`config.mk`:
```
export PLATFORM = sky130hd
export DESIGN_NAME = btb_predictor
export DESIGN_NICKNAME = d
export VERILOG_FILES = /design/src/rtl/btb_pkg.sv /design/src/rtl/btb_way.sv /design/src/rtl/btb_lru.sv /design/src/rtl/btb_predictor.sv
export SDC_FILE = /design/constraint.sdc
export NUM_CORES = 2
export LEC_CHECK = 0
export CELL_PAD_IN_SITES_DETAIL_PLACEMENT = 1
export CELL_PAD_IN_SITES_GLOBAL_PLACEMENT = 1
export CORE_MARGIN = 2
export CORE_UTILIZATION = 45
export CTS_CLUSTER_DIAMETER = 60
export DETAILED_ROUTE_END_ITERATION = 10
export PLACE_DENSITY = 0.8
export RECOVER_POWER = 100
export REMOVE_ABC_BUFFERS = 1
export SYNTH_ARGS = -nofsm -noshare
export SYNTH_HDL_FRONTEND = slang
export SYNTH_SLANG_ARGS = --single-unit
```
`constraint.sdc`:
```
create_clock -name clk_i -period 10.29 [get_ports clk_i]
set_input_delay 1.5435 -clock clk_i [delete_from_list [all_inputs] [get_ports clk_i]]
set_output_delay 1.5435 -clock clk_i [all_outputs]
set_load 0.02 [all_outputs]
```
`src/rtl/btb_pkg.sv`:
```
package btb_pkg;
  localparam int unsigned BTB_WAYS     = 2;
  localparam int unsigned BTB_RD_PORTS = 3;
  localparam int unsigned RD_LOOKUP    = 0;
  localparam int unsigned RD_UPDATE    = 1;
  localparam int unsigned RD_CHECK     = 2;
endpackage

```
`src/rtl/btb_way.sv`:
```
module btb_way #(
  parameter int unsigned IDX_W    = 4,
  parameter int unsigned TAG_W    = 26,
  parameter int unsigned TGT_W    = 32,
  parameter int unsigned RD_PORTS = 3
) (
  input  logic                               clk_i,
  input  logic                               rst_ni,
  input  logic [RD_PORTS-1:0][IDX_W-1:0]     rd_idx_i,
  output logic [RD_PORTS-1:0]                rd_valid_o,
  output logic [RD_PORTS-1:0][TAG_W-1:0]     rd_tag_o,
  output logic [RD_PORTS-1:0][TGT_W-1:0]     rd_tgt_o,
  input  logic                               we_i,
  input  logic [IDX_W-1:0]                   wr_idx_i,
  input  logic                               wr_valid_i,
  input  logic [TAG_W-1:0]                   wr_tag_i,
  input  logic [TGT_W-1:0]                   wr_tgt_i
);
  localparam int unsigned DEPTH = 1 << IDX_W;

  logic [DEPTH-1:0]            valid_q;
  logic [DEPTH-1:0][TAG_W-1:0] tag_q;
  logic [DEPTH-1:0][TGT_W-1:0] tgt_q;

  always_ff @(posedge clk_i or negedge rst_ni) begin
    if (!rst_ni) begin
      valid_q <= '0;
      tag_q   <= '0;
      tgt_q   <= '0;
    end else if (we_i) begin
      valid_q[wr_idx_i] <= wr_valid_i;
      tag_q[wr_idx_i]   <= wr_tag_i;
      tgt_q[wr_idx_i]   <= wr_tgt_i;
    end
  end

  for (genvar p = 0; p < RD_PORTS; p++) begin : g_rd
    assign rd_valid_o[p] = valid_q[rd_idx_i[p]];
    assign rd_tag_o[p]   = tag_q[rd_idx_i[p]];
    assign rd_tgt_o[p]   = tgt_q[rd_idx_i[p]];
  end
endmodule

```
`src/rtl/btb_lru.sv`:
```
module btb_lru #(
  parameter int unsigned IDX_W = 4
) (
  input  logic                    clk_i,
  input  logic                    rst_ni,
  input  logic                    upd_en_i,
  input  logic [IDX_W-1:0]        upd_set_i,
  input  logic                    upd_way_i,
  input  logic                    lk_en_i,
  input  logic [IDX_W-1:0]        lk_set_i,
  input  logic                    lk_way_i,
  output logic [(1<<IDX_W)-1:0]   lru_o
);
  localparam int unsigned DEPTH = 1 << IDX_W;

  // lru_o[s] names the least recently used way of set s
  always_ff @(posedge clk_i or negedge rst_ni) begin
    if (!rst_ni) begin
      lru_o <= '0;
    end else begin
      for (int s = 0; s < DEPTH; s++) begin
        if (upd_en_i && upd_set_i == IDX_W'(s))
          lru_o[s] <= ~upd_way_i;
        else if (lk_en_i && lk_set_i == IDX_W'(s))
          lru_o[s] <= ~lk_way_i;
      end
    end
  end
endmodule

```
`src/rtl/btb_predictor.sv`:
```
module btb_predictor
  import btb_pkg::*;
#(
  parameter int unsigned PC_W     = 32,
  parameter int unsigned SET_BITS = 4
) (
  input  logic            clk_i,
  input  logic            rst_ni,
  input  logic [PC_W-1:0] lk_pc_i,
  output logic [PC_W-1:0] lk_next_pc_o,
  output logic            lk_taken_o,
  output logic            lk_hit_o,
  input  logic            upd_valid_i,
  input  logic [PC_W-1:0] upd_pc_i,
  input  logic [PC_W-1:0] upd_target_i,
  input  logic            upd_taken_i
);
  localparam int unsigned TAG_W = PC_W - SET_BITS - 2;
  localparam int unsigned NSETS = 1 << SET_BITS;

  logic [SET_BITS-1:0] lk_set, up_set;
  logic [TAG_W-1:0]    lk_tag, up_tag;
  assign lk_set = lk_pc_i[SET_BITS+1:2];
  assign lk_tag = lk_pc_i[PC_W-1:SET_BITS+2];
  assign up_set = upd_pc_i[SET_BITS+1:2];
  assign up_tag = upd_pc_i[PC_W-1:SET_BITS+2];

  logic unused_pc_lsb;
  assign unused_pc_lsb = ^upd_pc_i[1:0];

  // check-only capture of the previous cycle's update and LRU events
  logic                chk_v_q, chk_taken_q;
  logic [SET_BITS-1:0] chk_set_q;
  logic [TAG_W-1:0]    chk_tag_q;
  logic [PC_W-1:0]     chk_tgt_q;

  logic [BTB_RD_PORTS-1:0][SET_BITS-1:0] rd_idx;
  assign rd_idx[RD_LOOKUP] = lk_set;
  assign rd_idx[RD_UPDATE] = up_set;
  assign rd_idx[RD_CHECK]  = chk_set_q;

  logic [BTB_WAYS-1:0]            lk_match, up_match, up_vld, chk_match;
  logic [BTB_WAYS-1:0][PC_W-1:0]  lk_tgt_w;
  logic [BTB_WAYS-1:0]            we;
  logic                           wr_way, wr_valid;
  logic [NSETS-1:0]               lru;

  for (genvar w = 0; w < BTB_WAYS; w++) begin : g_way
    logic [BTB_RD_PORTS-1:0]             v;
    logic [BTB_RD_PORTS-1:0][TAG_W-1:0]  t;
    logic [BTB_RD_PORTS-1:0][PC_W-1:0]   g;

    btb_way #(
      .IDX_W(SET_BITS), .TAG_W(TAG_W), .TGT_W(PC_W), .RD_PORTS(BTB_RD_PORTS)
    ) u_way (
      .clk_i, .rst_ni,
      .rd_idx_i  (rd_idx),
      .rd_valid_o(v),
      .rd_tag_o  (t),
      .rd_tgt_o  (g),
      .we_i      (we[w]),
      .wr_idx_i  (up_set),
      .wr_valid_i(wr_valid),
      .wr_tag_i  (up_tag),
      .wr_tgt_i  (upd_target_i)
    );

    assign lk_match[w]  = v[RD_LOOKUP] && t[RD_LOOKUP] == lk_tag;
    assign lk_tgt_w[w]  = g[RD_LOOKUP];
    assign up_vld[w]    = v[RD_UPDATE];
    assign up_match[w]  = v[RD_UPDATE] && t[RD_UPDATE] == up_tag;
    assign chk_match[w] = v[RD_CHECK] && t[RD_CHECK] == chk_tag_q &&
                          (!chk_taken_q || g[RD_CHECK] == chk_tgt_q);
  end

  // lookup path
  logic lk_way;
  assign lk_hit_o     = |lk_match;
  assign lk_way       = lk_match[1];
  assign lk_taken_o   = lk_hit_o;
  assign lk_next_pc_o = lk_hit_o ? lk_tgt_w[lk_way] : lk_pc_i + PC_W'(4);

  // update path: hit way, else first invalid way, else LRU way
  logic up_hit, up_hit_way, victim;
  assign up_hit     = |up_match;
  assign up_hit_way = up_match[1];
  assign victim     = !up_vld[0] ? 1'b0 : (!up_vld[1] ? 1'b1 : lru[up_set]);
  assign wr_way     = up_hit ? up_hit_way : victim;
  assign wr_valid   = upd_taken_i;

  for (genvar w = 0; w < BTB_WAYS; w++) begin : g_we
    assign we[w] = upd_valid_i && (upd_taken_i || up_hit) && wr_way == 1'(w);
  end

  logic upd_touch, lk_touch;
  assign upd_touch = upd_valid_i && upd_taken_i;
  assign lk_touch  = lk_hit_o && !(upd_valid_i && up_set == lk_set);

  btb_lru #(.IDX_W(SET_BITS)) u_lru (
    .clk_i, .rst_ni,
    .upd_en_i (upd_touch),
    .upd_set_i(up_set),
    .upd_way_i(wr_way),
    .lk_en_i  (lk_touch),
    .lk_set_i (lk_set),
    .lk_way_i (lk_way),
    .lru_o    (lru)
  );

  logic                tq_v, tq_way, cf_v, cf_lru;
  logic [SET_BITS-1:0] tq_set, cf_set;

  always_ff @(posedge clk_i or negedge rst_ni) begin
    if (!rst_ni) begin
      chk_v_q <= 1'b0; chk_taken_q <= 1'b0; chk_set_q <= '0;
      chk_tag_q <= '0; chk_tgt_q <= '0;
      tq_v <= 1'b0; tq_way <= 1'b0; tq_set <= '0;
      cf_v <= 1'b0; cf_lru <= 1'b0; cf_set <= '0;
    end else begin
      chk_v_q     <= upd_valid_i;
      chk_taken_q <= upd_taken_i;
      chk_set_q   <= up_set;
      chk_tag_q   <= up_tag;
      chk_tgt_q   <= upd_target_i;
      tq_v        <= lk_hit_o && !upd_valid_i;
      tq_way      <= lk_way;
      tq_set      <= lk_set;
      cf_v        <= lk_hit_o && upd_valid_i && !upd_taken_i && up_set == lk_set;
      cf_lru      <= lru[lk_set];
      cf_set      <= lk_set;
    end
  end


  single_match_chk: assert property (@(posedge clk_i) disable iff (!rst_ni)
    $onehot0(lk_match));


  install_chk: assert property (@(posedge clk_i) disable iff (!rst_ni)
    (chk_v_q && chk_taken_q) |-> (|chk_match));


  evict_chk: assert property (@(posedge clk_i) disable iff (!rst_ni)
    (chk_v_q && !chk_taken_q) |-> !(|chk_match));


  lru_touch_chk: assert property (@(posedge clk_i) disable iff (!rst_ni)
    tq_v |-> lru[tq_set] == ~tq_way);


  lru_priority_chk: assert property (@(posedge clk_i) disable iff (!rst_ni)
    cf_v |-> lru[cf_set] == cf_lru);
endmodule

```
; Word level (Yosys, flattened, before mapping)
; Cells that the tools add are included.
[op_classes]
n_lt_le_gt_ge = 4
add_sub_neg = 1
bitwise_logic = 2
reduce_logical = 65
eq_ne = 35
n_mux = 72
[op_table]
columns = cell, count
row1 = $bwmux 512, 2
row2 = $bwmux 416, 2
row3 = $bmux 26 s4, 4
row4 = $bmux 32 s4, 2
row5 = $mux 32, 6
row6 = $mux 26, 5
row7 = $demux 32 s4, 1
row8 = $demux 26 s4, 1
row9 = $eq 26x26->1, 4
row10 = $eq 4x4->1 const B, 16
row11 = $logic_and 1x1->1, 43
row12 = $mux 1, 41
row13 = $add 32x3->32 const B, 1
row14 = $bwmux 16, 2
row15 = $eq 4x3->1 const B, 8
row16 = $reduce_bool 2->1, 16
row17 = $bmux 1 s4, 5
row18 = $eq 4x2->1 const B, 4
row19 = $lt 4x5->1 const B, 2
row20 = $eq 4x1->1 const B, 2
row21 = $logic_not 4->1, 2
row22 = $demux 1 s4, 1
row23 = $eq 4x4->1, 1
row24 = $ge 4x1->1 const B, 1
row25 = other kinds (5), 7
[word_totals]
elab_cells = 261
output_inout_bits = 34
reg_bits = 1904

; Longest topological paths before layout
[logic_depth]
word_depth = 9
ltp_mapped = 18
depth_no_buf = 9

; Hierarchy
; From an unflattened synthesis, not the netlist that was laid out.
[hier_totals]
cells_unflattened = 7691
area_unflattened_um2 = 115633.4
[modules_own_cells]
columns = mod, seq_area_each_um2, cells_per_inst, area_each_um2, instances
row1 = btb_way (g_way[0].u_way), 23622.7, 3561, 55605.8, 1
row2 = btb_way (g_way[1].u_way), 23622.7, 3561, 55604.6, 1
row3 = btb_predictor, 100.1, 472, 3429.5, 1
row4 = btb_lru, 400.4, 97, 993.5, 1

; Worst setup path before layout
; Ideal clock, no wire load.
[synth_path]
kind = in2out
startpoint = in lk_pc_i[2]
endpoint = out lk_next_pc_o[28]
arrival_ps = 5266
required_time_ps = 8747
setup_slack_ps = 3481
path_stages = 13
path_buffers = 9
cell_sequence = buf_4 buf_4 buf_2 buf_4 buf_4 buf_4 buf_2 buf_1 buf_2 mux4_2 mux4_2 mux2i_1 o21ai_0
[synth_via]
elab_chain_len = 7
elab_cells_between_ends = 21
cone_classes = add/sub: 1 / eq/ne: 2 / mux: 15 / reduce/logical: 3
[synth_lines]
columns = item, line_no
row1 = "start, declared", btb_predictor.sv:9  ; input logic [PC_W-1:0] lk_pc_i,
row2 = $bmux 26 s4, btb_way.sv:39  ; assign rd_tag_o[p] = tag_q[rd_idx_i[p]];
row3 = $mux 26 (not written as such), btb_way.sv:39
row4 = $eq 26x26->1, btb_predictor.sv:68  ; assign lk_match[w] = v[RD_LOOKUP] && t[RD_LOOKUP] == lk_tag;
row5 = $logic_and 1x1->1, btb_predictor.sv:68
row6 = $mux 32 (not written as such) (2 in a row), btb_predictor.sv:81  ; assign lk_next_pc_o = lk_hit_o ? lk_tgt_w[lk_way] : lk_pc_i + PC_W'(4);
row7 = $mux 32 (*), btb_predictor.sv:81
row8 = "end, declared", btb_predictor.sv:10  ; output logic [PC_W-1:0] lk_next_pc_o,
; Every way passes the cells marked *; elsewhere a longest branch is shown, timed or not. The select of a mux whose other input is x is not followed.

; Final worst setup path
[layout_path]
startpoint = in upd_pc_i[2]
endpoint = reg g_way[1].u_way.tgt_q[109] (netlist bit)
[layout_via]
elab_chain_len = 8
elab_cells_between_ends = 27
cone_classes = order compare: 2 / eq/ne: 2 / mux: 16 / reduce/logical: 7
[layout_lines]
columns = item, line_no
row1 = "start, declared", btb_predictor.sv:14  ; input logic [PC_W-1:0] upd_pc_i,
row2 = $bmux 26 s4, btb_way.sv:39
row3 = $mux 26 (not written as such), btb_way.sv:39
row4 = $eq 26x26->1, btb_predictor.sv:71  ; assign up_match[w] = v[RD_UPDATE] && t[RD_UPDATE] == up_tag;
row5 = $logic_and 1x1->1, btb_predictor.sv:71
row6 = $reduce_or 2->1, btb_predictor.sv:85  ; assign up_hit = |up_match;
row7 = $logic_or 1x1->1, btb_predictor.sv:92  ; assign we[w] = upd_valid_i && (upd_taken_i || up_hit) && wr_way == 1'(w);
row8 = $logic_and 1x1->1 (2 in a row), btb_predictor.sv:92
row9 = "end signal, assigned by index", btb_way.sv:33  ; tgt_q[wr_idx_i] <= wr_tgt_i;
row10 = "end, declared", btb_way.sv:23  ; logic [DEPTH-1:0][TGT_W-1:0] tgt_q;
; Parallel ways exist; a longest one is shown, timed or not. The select of a mux whose other input is x is not followed.
; A chain may end at the register's enable or synchronous reset.

==> flow_summary.rst <==
.. list-table::
   :header-rows: 1

   * - Metric
     - Value
   * - Worst clock skew on the final layout
     - 62.8 ps
   * - Power density cells
     - 191 nW/um2
   * - Number of synthesized flops with an enable pin
     - 0
   * - Clock transition at the registers of the reported paths
     - 60 ps
   * - Max FO, Critical Path
     - 43
   * - Total routing usage reported by global routing
     - 30.1%
   * - Setup TNS
     - 0 ps
   * - Setup-failing EPs final
     - 0
   * - Floorplan Core Area
     - 215,000 um2
   * - Number of distinct library cells after synthesis
     - 84
   * - Commonest cells after routing, fill and taps aside
     - sky130_fd_sc_hd__dfrtp_1 (1,904), sky130_fd_sc_hd__mux2_2 (1,787), sky130_fd_sc_hd__mux4_2 (697)
   * - Count of routing violations after the opening detailed-route iteration
     - 6,372
   * - Buffer cell driving the clock tree root
     - sky130_fd_sc_hd__clkbuf_16
   * - Number of cells in the design after placement
     - 8,961
   * - Die Outline Area
     - 220,000 um2
   * - Status
     - finished with violations
   * - CTS tree
     - yes
   * - Die height
     - 469 um
   * - Data arrival at the endpoint of the critical path
     - 10,360 ps
   * - Deepest clock path buffer count
     - 3
   * - Final wirelength
     - 333,000 um
   * - Flip-flop and latch count after synthesis
     - 1,904
   * - List of cells traversed by the critical path
     - clkbuf_2 > buf_12 > or2_0 > o22ai_1 > o21ai_0 > o211ai_1 > o41ai_1 > nand4_1 > buf_4 > nor3_4 > a22oi_2 > clkbuf_1 > mux2_1
   * - Mean area per synthesized cell
     - 15.1 um2
   * - Antenna violations before repair
     - 18
   * - Synth top area cells
     - sky130_fd_sc_hd__dfrtp_1 (49%), sky130_fd_sc_hd__mux2_2 (21%), sky130_fd_sc_hd__mux4_2 (16%), sky130_fd_sc_hd__mux2i_1 (2.9%), sky130_fd_sc_hd__buf_2 (1.4%)
   * - Clock Sink Count
     - 1,904
   * - Worst-case headroom to the max-slew limit
     - -435%
   * - Maximum number of pins on one net before global-route repair
     - 184
   * - Antenna-violating nets left
     - 0
   * - Yosys warning count
     - 0
   * - Total setup buffers inserted after CTS
     - 0
   * - Synth async-reset ratio
     - 100%
   * - Area added between synthesis and finish
     - 10.7%
   * - Port-buffer cells
     - 131
   * - End-of-flow core utilization
     - 50.2%
   * - Number of rows created at floorplan
     - 170
   * - Worst endpoint required time
     - 11,020 ps
   * - Hpwl dp
     - 198,000 um
   * - Transition time at the pin with the least slew margin
     - 8020 ps
   * - Total power after layout
     - 0.0206 W
   * - Post-cts gate resize count
     - 0
   * - Vias in the first global route
     - 68,600
   * - Post-synthesis cell type with the largest combined area
     - sky130_fd_sc_hd__dfrtp_1
   * - First-pass iteration count of the detailed router
     - 6
   * - Fraction of final layout cells with drive strength greater than 1
     - 46.9%
   * - DR vias/cell
     - 6.67
   * - Starting density of the core
     - 45.4%
   * - Post-route clock period utilization
     - 93.6%
   * - Kind of start point of the critical path
     - primary input
   * - Placed cell areas
     - 101,000 um2
   * - Class of the tightest hold or removal check
     - flip-flop to flip-flop
   * - Number of CTS-inserted buffers
     - 204
   * - Final non-filler cell total
     - 9,351
   * - Leading register cell type out of synthesis
     - sky130_fd_sc_hd__dfrtp_1
   * - Critical path type
     - primary input to flip-flop
   * - Shortest clock period the worst path allows after layout
     - 9630 ps
   * - CTS Hold Buffers Added
     - 0
   * - Number of maximum-capacitance constraint violations
     - 14
   * - Most common cell after layout, fill and taps aside
     - sky130_fd_sc_hd__dfrtp_1
   * - H-tree depth
     - 4
   * - Max stage delay cell, worst path
     - sky130_fd_sc_hd__or2_0
   * - Type of destination of the critical path
     - flip-flop
   * - Slowest cell delay on critical path
     - 1530 ps
   * - Peak Freq
     - 104 MHz
   * - DRC violations left
     - 0
   * - Overall via count from detail_route
     - 62,400
   * - Grt ovf
     - 0
   * - Post-Layout Inst Area
     - 108,000 um2
   * - Pleak
     - 48.3 nW
   * - Final GP Congestion
     - 0.986
   * - Die width
     - 469 um
   * - RSZ-0062 raised after global routing
     - no
   * - Post-Syn Area
     - 97,400 um2
   * - Sequential share of the synthesized area
     - 48.9%
   * - Max IR drop VDD
     - 0.000201 V
   * - Final hold violation count
     - 0
   * - Post-synth top area share
     - 48.9%
   * - IO Count
     - 134
   * - Routed WL per cell
     - 35.6 um
   * - Global-route wire length before repair
     - 489,000 um
   * - Later-pin clock latency in the skew report
     - 900 ps
   * - Post-layout nets
     - 6,433
   * - Total count of max-transition violations in the final report
     - 501
   * - Instance count of the mapped netlist
     - 6,466
   * - Violated checks
     - capacitance limit, slew limit
per-stage QoR:
| stage | setup slack, ps | hold slack (ps) |
|---|---|---|
| finish | 660 | 487 |
| global route | 691 | 508 |
| CTS | 1560 | 491 |
| detailed placement | 1590 | 474 |
| global placement | 1590 | 462 |
| floorplan | 1080 | 453 |
kinds of logic after synthesis:
group / Yosys count / synth area share (%)
muxes: 2916 / 41.4
DFF: 1904 / 48.9
buffers and inverters: 716 / 3.40
and+or+nand+nor: 404 / 2.21
AOI/OAI and AO/OA: 398 / 2.95
xor gates and xnor gates: 124 / 1.11
adders and majority gates: 4 / 0.0514
worst paths after layout:
check | depth (start not counted) | slack, ps | startpoint | end
worst min-delay path | 1 | 490 | g_way[1].u_way.tgt_q[283]$_DFFE_PN0P_ | g_way[1].u_way.tgt_q[283]$_DFFE_PN0P_
worst min register to register | 1 | 490 | g_way[1].u_way.tgt_q[283]$_DFFE_PN0P_ | g_way[1].u_way.tgt_q[283]$_DFFE_PN0P_
min in group asynchronous | 1 | 3770 | rst_ni | g_way[1].u_way.tag_q[163]$_DFFE_PN0P_
max in group asynchronous | 3 | 1880 | rst_ni | g_way[0].u_way.tag_q[392]$_DFFE_PN0P_
worst max register to register | 11 | 3870 | g_way[0].u_way.tag_q[278]$_DFFE_PN0P_ | g_way[1].u_way.tag_q[372]$_DFFE_PN0P_
worst max-delay path | 13 | 660 | upd_pc_i[2] | g_way[1].u_way.tgt_q[109]$_DFFE_PN0P_
area by class of cell:
type,count,area [um2]
multi-input combinational,3846,46600
sequential,1904,47600
timing repair buffer,327,3020
clock buffer,310,6070
clock inverter,63,831
inverter,46,174
tap,2838,3550
antenna,17,42.5
fill,20200,107000
synthesized netlist by cell type (17+ instances only):
library cell	instances
sky130_fd_sc_hd__a21oi_1	48
sky130_fd_sc_hd__a22o_1	17
sky130_fd_sc_hd__a22oi_1	57
sky130_fd_sc_hd__a31oi_1	25
sky130_fd_sc_hd__buf_1	51
sky130_fd_sc_hd__buf_2	276
sky130_fd_sc_hd__buf_4	54
sky130_fd_sc_hd__clkbuf_1	279
sky130_fd_sc_hd__dfrtp_1	1904
sky130_fd_sc_hd__inv_1	36
sky130_fd_sc_hd__mux2_1	120
sky130_fd_sc_hd__mux2_2	1813
sky130_fd_sc_hd__mux2i_1	286
sky130_fd_sc_hd__mux4_2	697
sky130_fd_sc_hd__nand2_1	112
sky130_fd_sc_hd__nand3_1	45
sky130_fd_sc_hd__nor2_1	70
sky130_fd_sc_hd__nor3_1	36
sky130_fd_sc_hd__nor4_1	18
sky130_fd_sc_hd__o21ai_0	56
sky130_fd_sc_hd__o22ai_1	35
sky130_fd_sc_hd__xnor2_1	98
sky130_fd_sc_hd__xor2_1	26
per-layer routing:
metal / share of wire, % / wire length (um) / vias up / global-route usage, %
met3: 8.2 / 27400 / 942 / 6.34
met5: 0.013 / 44 / - / 0
met2: 47 / 156000 / 2986 / 47.4
li1: - / - / 24300 / -
met1: 39 / 130000 / 34100 / 39.2
met4: 5.9 / 19500 / 8 / 16.2
critical path: cells and delay by family:
family,cells,cell delay [ps]
compound gates,5,2890
buf+inv,4,2880
mux,1,590
simple gates,3,2210
state kept, by name (all words and copies together), names as in the netlist:
name / cells
g_way.u_way.tag_q: 832
g_way.u_way.tgt_q: 1024
g_way.u_way.valid_q: 32
u_lru.lru_o: 16
report_power, final:
group | leakage [nW] | switching (W) | internal, W
clock network | 3.38 | 0.00327 | 0.00434
logic | 19.6 | 0.00168 | 0.00191
registers | 25.3 | 0.000767 | 0.00860
(Power assumes the default switching activity.)
